==> src/rtl/pcie_seq_pkg.sv <==
package pcie_seq_pkg;

    localparam logic [3:0] DEV_ROOT_PORT = 4'd4;

    typedef enum logic [3:0] {
        SQ_IDLE,
        SQ_EPRST,
        SQ_RSTHI,
        SQ_PHYCFG,
        SQ_PWR,
        SQ_REFCLK,
        SQ_CLKS,
        SQ_SETTLE,
        SQ_POLL,
        SQ_UP,
        SQ_FAIL,
        SQ_ERR
    } seq_state_e;

    typedef enum logic [2:0] {
        CK_IDLE,
        CK_RAISE,
        CK_UNWIND,
        CK_DONE,
        CK_ERR
    } chain_state_e;

    typedef struct packed {
        logic test_pd;
        logic train_en;
        logic refclk_en;
        logic ep_rst_n;
        logic cfg_on;
        logic link_ok;
        logic link_fail;
        logic clk_err;
    } ctrl_t;

    function automatic int unsigned width_for(int unsigned v);
        return (v < 2) ? 1 : $clog2(v + 1);
    endfunction

    function automatic int unsigned max3(int unsigned a, int unsigned b, int unsigned c);
        int unsigned m;
        m = (a > b) ? a : b;
        return (m > c) ? m : c;
    endfunction

    // Control levels implied by each sequencer state
    function automatic ctrl_t decode_ctrl(seq_state_e s);
        ctrl_t c;
        c = '{test_pd: 1'b1, default: 1'b0};
        unique case (s)
            SQ_IDLE:   ;
            SQ_EPRST:  c.train_en = 1'b1;
            SQ_RSTHI:  begin c.train_en = 1'b1; c.ep_rst_n = 1'b1; end
            SQ_PHYCFG,
            SQ_PWR:    begin c.ep_rst_n = 1'b1; c.cfg_on = 1'b1; end
            SQ_REFCLK,
            SQ_CLKS,
            SQ_SETTLE: begin
                c.test_pd = 1'b0; c.refclk_en = 1'b1;
                c.ep_rst_n = 1'b1; c.cfg_on = 1'b1;
            end
            SQ_POLL, SQ_UP, SQ_FAIL: begin
                c.test_pd = 1'b0; c.refclk_en = 1'b1; c.train_en = 1'b1;
                c.ep_rst_n = 1'b1; c.cfg_on = 1'b1;
                c.link_ok = (s == SQ_UP);
                c.link_fail = (s == SQ_FAIL);
            end
            SQ_ERR: begin
                c.test_pd = 1'b0; c.refclk_en = 1'b1;
                c.ep_rst_n = 1'b1; c.cfg_on = 1'b1; c.clk_err = 1'b1;
            end
            default: ;
        endcase
        return c;
    endfunction

endpackage

==> src/rtl/seq_timer.sv <==
module seq_timer #(
    parameter int W = 8
) (
    input  logic         clk,
    input  logic         rst,
    input  logic         load_i,
    input  logic [W-1:0] load_val_i,
    output logic         zero_o
);
    logic [W-1:0] cnt_q;

    always_ff @(posedge clk) begin
        if (rst) begin
            cnt_q <= '0;
        end else if (load_i) begin
            cnt_q <= load_val_i;
        end else if (cnt_q != '0) begin
            cnt_q <= cnt_q - W'(1);
        end
    end

    assign zero_o = (cnt_q == '0);
endmodule

==> src/rtl/clk_gate_chain.sv <==
module clk_gate_chain
    import pcie_seq_pkg::*;
#(
    parameter int N       = 4,
    parameter int ACK_TMO = 1000
) (
    input  logic         clk,
    input  logic         rst,
    input  logic         drop_i,
    input  logic         go_i,
    input  logic [N-1:0] ack_i,
    output logic [N-1:0] en_o,
    output logic         done_o,
    output logic         err_o
);
    localparam int IW = (N > 1) ? $clog2(N) : 1;
    localparam int TW = width_for(ACK_TMO);
    localparam logic [IW-1:0] LAST = IW'(N - 1);

    chain_state_e st_q;
    logic [IW-1:0] idx_q;
    logic [N-1:0]  en_q;
    logic          t_load, t_zero;

    assign t_load = !drop_i &&
                    (((st_q == CK_IDLE) && go_i) ||
                     ((st_q == CK_RAISE) && ack_i[idx_q] && (idx_q != LAST)));

    seq_timer #(.W(TW)) u_ack_tmr (
        .clk       (clk),
        .rst       (rst),
        .load_i    (t_load),
        .load_val_i(TW'(ACK_TMO - 1)),
        .zero_o    (t_zero)
    );

    always_ff @(posedge clk) begin
        if (rst || drop_i) begin
            st_q  <= CK_IDLE;
            idx_q <= '0;
            en_q  <= '0;
        end else begin
            unique case (st_q)
                CK_IDLE: if (go_i) begin
                    st_q    <= CK_RAISE;
                    idx_q   <= '0;
                    en_q[0] <= 1'b1;
                end
                CK_RAISE: begin
                    if (ack_i[idx_q]) begin
                        if (idx_q == LAST) begin
                            st_q <= CK_DONE;
                        end else begin
                            idx_q <= idx_q + IW'(1);
                            en_q[idx_q + IW'(1)] <= 1'b1;
                        end
                    end else if (t_zero) begin
                        st_q <= CK_UNWIND;
                    end
                end
                CK_UNWIND: begin
                    en_q[idx_q] <= 1'b0;
                    if (idx_q == '0) st_q <= CK_ERR;
                    else             idx_q <= idx_q - IW'(1);
                end
                CK_DONE, CK_ERR: ;
                default: st_q <= CK_IDLE;
            endcase
        end
    end

    assign en_o   = en_q;
    assign done_o = (st_q == CK_DONE);
    assign err_o  = (st_q == CK_ERR);
endmodule

==> src/rtl/pcie_bringup_seq.sv <==
module pcie_bringup_seq
    import pcie_seq_pkg::*;
#(
    parameter int N_CLK      = 4,
    parameter int RST_CYC    = 12_500_000,
    parameter int SETTLE_CYC = 25_000,
    parameter int ACK_TMO    = 1_000,
    parameter int POLL_GAP   = 62_500,
    parameter int MAX_POLL   = 200,
    parameter int LOS_W      = 5,
    parameter int LOS_LEVEL  = 9
) (
    input  logic             clk,
    input  logic             rst,
    input  logic             start_i,
    input  logic             has_pwr_i,
    input  logic [N_CLK-1:0] clk_ack_i,
    input  logic             link_up_i,
    output logic             test_pd_o,
    output logic             train_en_o,
    output logic             refclk_en_o,
    output logic             ep_rst_n_o,
    output logic             pwr_on_o,
    output logic [3:0]       dev_type_o,
    output logic [LOS_W-1:0] los_level_o,
    output logic [N_CLK-1:0] clk_en_o,
    output logic             link_ok_o,
    output logic             link_fail_o,
    output logic             clk_err_o
);
    localparam int TW = width_for(max3(RST_CYC, SETTLE_CYC, POLL_GAP));
    localparam int PW = width_for(MAX_POLL);

    seq_state_e    state_q, nxt;
    logic [PW-1:0] polls_q;
    logic          pwr_q;
    logic          accept;
    logic          t_load, t_zero;
    logic [TW-1:0] t_val;
    logic          ch_done, ch_err;
    ctrl_t         ctrl;

    assign accept = start_i && (state_q inside {SQ_IDLE, SQ_UP, SQ_FAIL, SQ_ERR});

    always_comb begin
        nxt = state_q;
        unique case (state_q)
            SQ_IDLE, SQ_UP, SQ_FAIL, SQ_ERR: if (accept) nxt = SQ_EPRST;
            SQ_EPRST:  if (t_zero) nxt = SQ_RSTHI;
            SQ_RSTHI:  nxt = SQ_PHYCFG;
            SQ_PHYCFG: nxt = SQ_PWR;
            SQ_PWR:    nxt = SQ_REFCLK;
            SQ_REFCLK: nxt = SQ_CLKS;
            SQ_CLKS: begin
                if (ch_err)       nxt = SQ_ERR;
                else if (ch_done) nxt = SQ_SETTLE;
            end
            SQ_SETTLE: if (t_zero) nxt = SQ_POLL;
            SQ_POLL: if (t_zero) begin
                if (link_up_i)                         nxt = SQ_UP;
                else if (polls_q == PW'(MAX_POLL - 1)) nxt = SQ_FAIL;
            end
            default: nxt = SQ_IDLE;
        endcase
    end

    // Timer reloads on every state change and on each poll interval
    assign t_load = (nxt != state_q) || ((state_q == SQ_POLL) && t_zero);

    always_comb begin
        unique case (nxt)
            SQ_EPRST:  t_val = TW'(RST_CYC - 1);
            SQ_SETTLE: t_val = TW'(SETTLE_CYC - 1);
            SQ_POLL:   t_val = TW'(POLL_GAP - 1);
            default:   t_val = '0;
        endcase
    end

    seq_timer #(.W(TW)) u_phase_tmr (
        .clk       (clk),
        .rst       (rst),
        .load_i    (t_load),
        .load_val_i(t_val),
        .zero_o    (t_zero)
    );

    clk_gate_chain #(.N(N_CLK), .ACK_TMO(ACK_TMO)) u_chain (
        .clk   (clk),
        .rst   (rst),
        .drop_i(accept),
        .go_i  (state_q == SQ_REFCLK),
        .ack_i (clk_ack_i),
        .en_o  (clk_en_o),
        .done_o(ch_done),
        .err_o (ch_err)
    );

    always_ff @(posedge clk) begin
        if (rst) begin
            state_q <= SQ_IDLE;
            polls_q <= '0;
            pwr_q   <= 1'b0;
        end else begin
            state_q <= nxt;
            if (accept) pwr_q <= has_pwr_i;
            if ((nxt == SQ_POLL) && (state_q != SQ_POLL)) polls_q <= '0;
            else if ((state_q == SQ_POLL) && t_zero)      polls_q <= polls_q + PW'(1);
        end
    end

    assign ctrl        = decode_ctrl(state_q);
    assign test_pd_o   = ctrl.test_pd;
    assign train_en_o  = ctrl.train_en;
    assign refclk_en_o = ctrl.refclk_en;
    assign ep_rst_n_o  = ctrl.ep_rst_n;
    assign link_ok_o   = ctrl.link_ok;
    assign link_fail_o = ctrl.link_fail;
    assign clk_err_o   = ctrl.clk_err;
    assign pwr_on_o    = pwr_q && !(state_q inside {SQ_IDLE, SQ_EPRST, SQ_RSTHI, SQ_PHYCFG});
    assign dev_type_o  = ctrl.cfg_on ? DEV_ROOT_PORT : 4'd0;
    assign los_level_o = ctrl.cfg_on ? LOS_W'(LOS_LEVEL) : '0;
endmodule

==> config.mk <==
export PLATFORM = sky130hd
export DESIGN_NAME = pcie_bringup_seq
export DESIGN_NICKNAME = d
export VERILOG_FILES = /design/src/rtl/pcie_seq_pkg.sv /design/src/rtl/seq_timer.sv /design/src/rtl/clk_gate_chain.sv /design/src/rtl/pcie_bringup_seq.sv
export SDC_FILE = /design/constraint.sdc
export NUM_CORES = 1
export LEC_CHECK = 0
export ABC_AREA = 1
export BUFFER_PORTS_ARGS = -buffer_cell sky130_fd_sc_hd__clkbuf_2
export CELL_PAD_IN_SITES_DETAIL_PLACEMENT = 0
export CELL_PAD_IN_SITES_GLOBAL_PLACEMENT = 1
export CORE_UTILIZATION = 38
export CTS_CLUSTER_DIAMETER = 40
export DETAILED_ROUTE_END_ITERATION = 10
export GPL_TIMING_DRIVEN = 0
export HOLD_SLACK_MARGIN = 0.05
export PLACE_DENSITY_LB_ADDON = 0.12
export SYNTH_ARGS = -nofsm -noshare
export SYNTH_HDL_FRONTEND = slang
export SYNTH_SLANG_ARGS = --single-unit
==> constraint.sdc <==
create_clock -name clk -period 2.2 [get_ports clk]
set_clock_uncertainty 0.05 [all_clocks]
set_input_delay 0.66 -clock clk [delete_from_list [all_inputs] [get_ports clk]]
set_output_delay 0.66 -clock clk [all_outputs]
set_load 0.01 [all_outputs]
==> flow_metrics.py <==
metrics = {
    "clock_network": {
        "cts_htree_levels": 2,
        "cts_root_buffer": "clkbuf_8",
        "clock_sinks": 56,
        "cts_buffer_depth": 2,
        "tritoncts.num_buffers": 5,
        "clock_latency_ns": 0.32,
        "path_clk_slew_ns": 0.10,
        "cts_tree": "yes",
    },
    "synth": {
        "netlist_area_mm2": 0.00335,
        "yosys_register_bits": 56,
        "ys_types": 39,
        "synth_top_family_by_area": "simple AND/OR/NAND/NOR gates",
        "synth_edf_count": 0,
        "syn_area_per_cell_um2": 6.66,
        "synth-compound-area-share_pct": 12.3,
        "synth_xor_area_share_pct": 5.49,
        "synthFlopType": "dfxtp_1",
        "yosysTopAreaCellShare_pct": 33.4,
        "ys_seq_area_share_pct": 33.4,
        "synth.most_common_cell": "nand2_1",
        "yosys.area_share.simple_pct": 37.1,
        "synth-warning-count": 0,
        "yosys-top-cells-count": "125 x nand2_1, 76 x nor2_1, 56 x dfxtp_1",
        "synth.area.top_cells": "dfxtp_1 33%, nand2_1 14%, nor2_1 8.5%",
        "async_flop_share_pct": 0,
        "synthMuxAreaShare_pct": 0,
        "netlist_instances": 503,
        "synth_top_area_cell": "dfxtp_1",
        "synth_fa_ha_area_share_pct": 2.61,
    },
    "route": {
        "avgViaCountPerCell": 4.84,
        "drc_errors": 0,
        "drt_iter0_markers": 132,
        "ant_nets": 0,
        "wirelength_um": 8170,
        "routed-via-count": 3234,
        "wl_per_cell_um": 12.2,
        "first_pass_iters": 4,
    },
    "sta": {
        "max_freq_mhz": 456,
        "report.final.slew_viol_count": 0,
        "rsz0062_at_grt": "yes",
        "hold_violations": 0,
        "tightest_slew_ns": 0.621,
        "period_minus_slack_ns": 2.19,
        "slew_headroom_pct": 58.6,
        "period_share_pct": 99.7,
        "setup_viol": 0,
    },
    "worst_setup_path": {
        "r2r-end": "u_phase_tmr.cnt_q[1]",
        "setup.worst_path.end": "u_phase_tmr.cnt_q[1]",
        "cp-startpoint": "u_phase_tmr.cnt_q[0]",
        "regToRegSetupSlack_ns": 0.007,
        "cp.required_ns": 2.36,
        "crit_path_end_kind": "register",
        "cp_max_fo": 10,
        "rr_startpoint": "u_phase_tmr.cnt_q[0]",
        "timing_worst_setup_path_type": "reg2reg",
        "cp.arrival_ns": 2.35,
        "start_kind": "register",
        "reg2regPathDepth": 13,
    },
    "global_route": {
        "antenna_found_initial": 0,
        "use_met1_pct": 26.2,
        "gr-usage-met2_pct": 31.0,
        "grt_pass1_vias": 2974,
        "grt_max_degree": 17,
        "grt_pass1_wl_um": 13600,
        "gr-usage-all-layers_pct": 18.9,
        "grt_overflow_total": 0,
        "top_usage_layer": "met2",
        "grt_use_met3_pct": 3.00,
    },
    "floorplan": {
        "start_util_pct": 40.0,
        "dieWidth_um": 95.9,
        "ioPinCount": 30,
        "die_area_mm2": 0.00920,
        "num_rows": 33,
        "core_mm2": 0.00838,
        "die_h_um": 95.9,
    },
    "placement": {
        "post-dp-hpwl_um": 5900,
        "routabilityCongestion": 0.834,
        "port_buffers": 22,
        "place_area_mm2": 0.00361,
    },
    "layout": {
        "fin_area_mm2": 0.00413,
        "fillCellCount": 875,
        "final_nets": 578,
        "area_growth_pct": 23.2,
        "antenna_cells": 0,
        "layout-drive-gt1-share_pct": 25.0,
        "final_core_util_pct": 49.3,
    },
    "power_and_ir_drop": {
        "leakage_nw": 1.95,
        "ir_drop_mv": 0.354,
        "power.density_mw_per_mm2": 1120,
    },
    "worst_hold_path": {
        "hold_class": "reg2reg",
    },
    "run_status": {
        "status": "completed",
    },
    "run": {
        "max-cap-violations": 0,
    },
}
==> layer usage <==
layer	vias to the layer above	part of all wire (%)	wire length [µm]
met5	-	0	0
met4	0	0.75	61
met3	5	2.5	205
met2	43	44	3630
met1	1459	52	4280
li1	1727	-	-
==> stage by stage <==
stage	TNS [ns]	instances	power, W	setup slack (ns)	hold slack (ns)
global route	-2.08	668	0.00505	-0.144	0.452
CTS	0	657	0.00436	0.00402	0.412
global placement	-3.32	635	0.00351	-0.242	0.394
detailed placement	-3.37	635	0.00352	-0.214	0.396
finish	0	668	0.00463	0.00659	0.412
floorplan	0	508	0.00312	0.141	0.380
==> critical path: stages (launching register included) <==
cell      delay (ns)
dfxtp_2         0.34
inv_2           0.08
ha_4            0.16
nand2_4         0.07
nor2_8          0.14
buf_6           0.11
nand4_1         0.19
nand3_1         0.17
nand2_2         0.07
nor2_4          0.15
nand4_1         0.15
buf_4           0.22
o21bai_1        0.13
nor2_1          0.05
==> logic make-up (layout without fill, tap and decap cells) <==
kind of cell,Yosys count,count (layout)
AND/OR/NAND/NOR,278,278
flip-flops,56,56
adder cells (fa/ha/maj),7,7
other,1,6
buffers and inverters,69,124
XOR/XNOR,21,21
AO/OA/AOI/OAI,71,71
==> worst min path at each step <==
stage                                 end  cells past startpoint                       start
3_5_place_dp                        pwr_q                      2                       pwr_q
5_1_grt        u_chain.u_ack_tmr.cnt_q[0]                      2  u_chain.u_ack_tmr.cnt_q[0]
3_3_place_gp                        pwr_q                      2                       pwr_q
6_report                            pwr_q                      2                       pwr_q
4_1_cts                             pwr_q                      2                       pwr_q
2_1_floorplan                       pwr_q                      2                       pwr_q
==> power by group <==
| group | leakage [nW] | total (W) | switching, W | internal (W) |
|---|---|---|---|---|
| sequential | 0.463 | 0.00147 | 0.000217 | 0.00125 |
| clock | 0.0552 | 0.000691 | 0.000352 | 0.000339 |
| combinational | 1.43 | 0.00247 | 0.00142 | 0.00105 |
| total | 1.95 | 0.00463 | 0.00199 | 0.00264 |
==> placed cells by master (no fill, tap or decap), types with 2 or more instances in the layout <==
cell and instances:
o21bai_1 2, xnor2_1 11, dfxtp_1 46, nor2_1 68
nand2_2 14, buf_4 31, nand2_1 110, a211oi_1 9
xor2_1 10, nor2_4 5, or2_2 2, nor3_1 13
nor3_2 2, a21oi_1 31, o21ai_1 2, a21oi_2 4
nand2_4 6, nand4_1 6, nor4_1 2, inv_1 44
dfxtp_2 6, nor2_2 12, clkbuf_1 5, nand3_2 4
a31oi_1 5, nand3_1 27, clkbuf_8 5, clkbuf_2 22
o21ai_0 12, inv_2 8, nor2_8 2, ha_1 6
conb_1 6, buf_6 4, dfxtp_4 4
==> timing repair <==
action,in CTS,in global routing
resized for setup,26,47
buffers inserted,12,11
cloned,2,0
setup endpoints to repair,28,35
hold buffers,0,0
pin swaps,10,26
==> cell type report <==
type | count | area (µm²) | share of cell area [%]
multi-input combinational | 383 | 2110 | 51.2
sequential | 56 | 1140 | 27.7
timing repair buffer | 47 | 318 | 7.70
inverter | 54 | 209 | 5.06
tap | 105 | 131 | 3.18
buffer | 15 | 105 | 2.55
clock buffer | 6 | 72.6 | 1.76
clock inverter | 2 | 35.0 | 0.848
==> state kept, by name, indices dropped and copies added, names as in the netlist <==
register / flops
pwr_q: 1
u_chain.u_ack_tmr.cnt_q: 10
polls_q: 8
u_phase_tmr.cnt_q: 24
u_chain.st_q: 3
u_chain.idx_q: 2
u_chain.en_o: 4
state_q: 4
No activity file was read; power rests on OpenSTA's default activity.
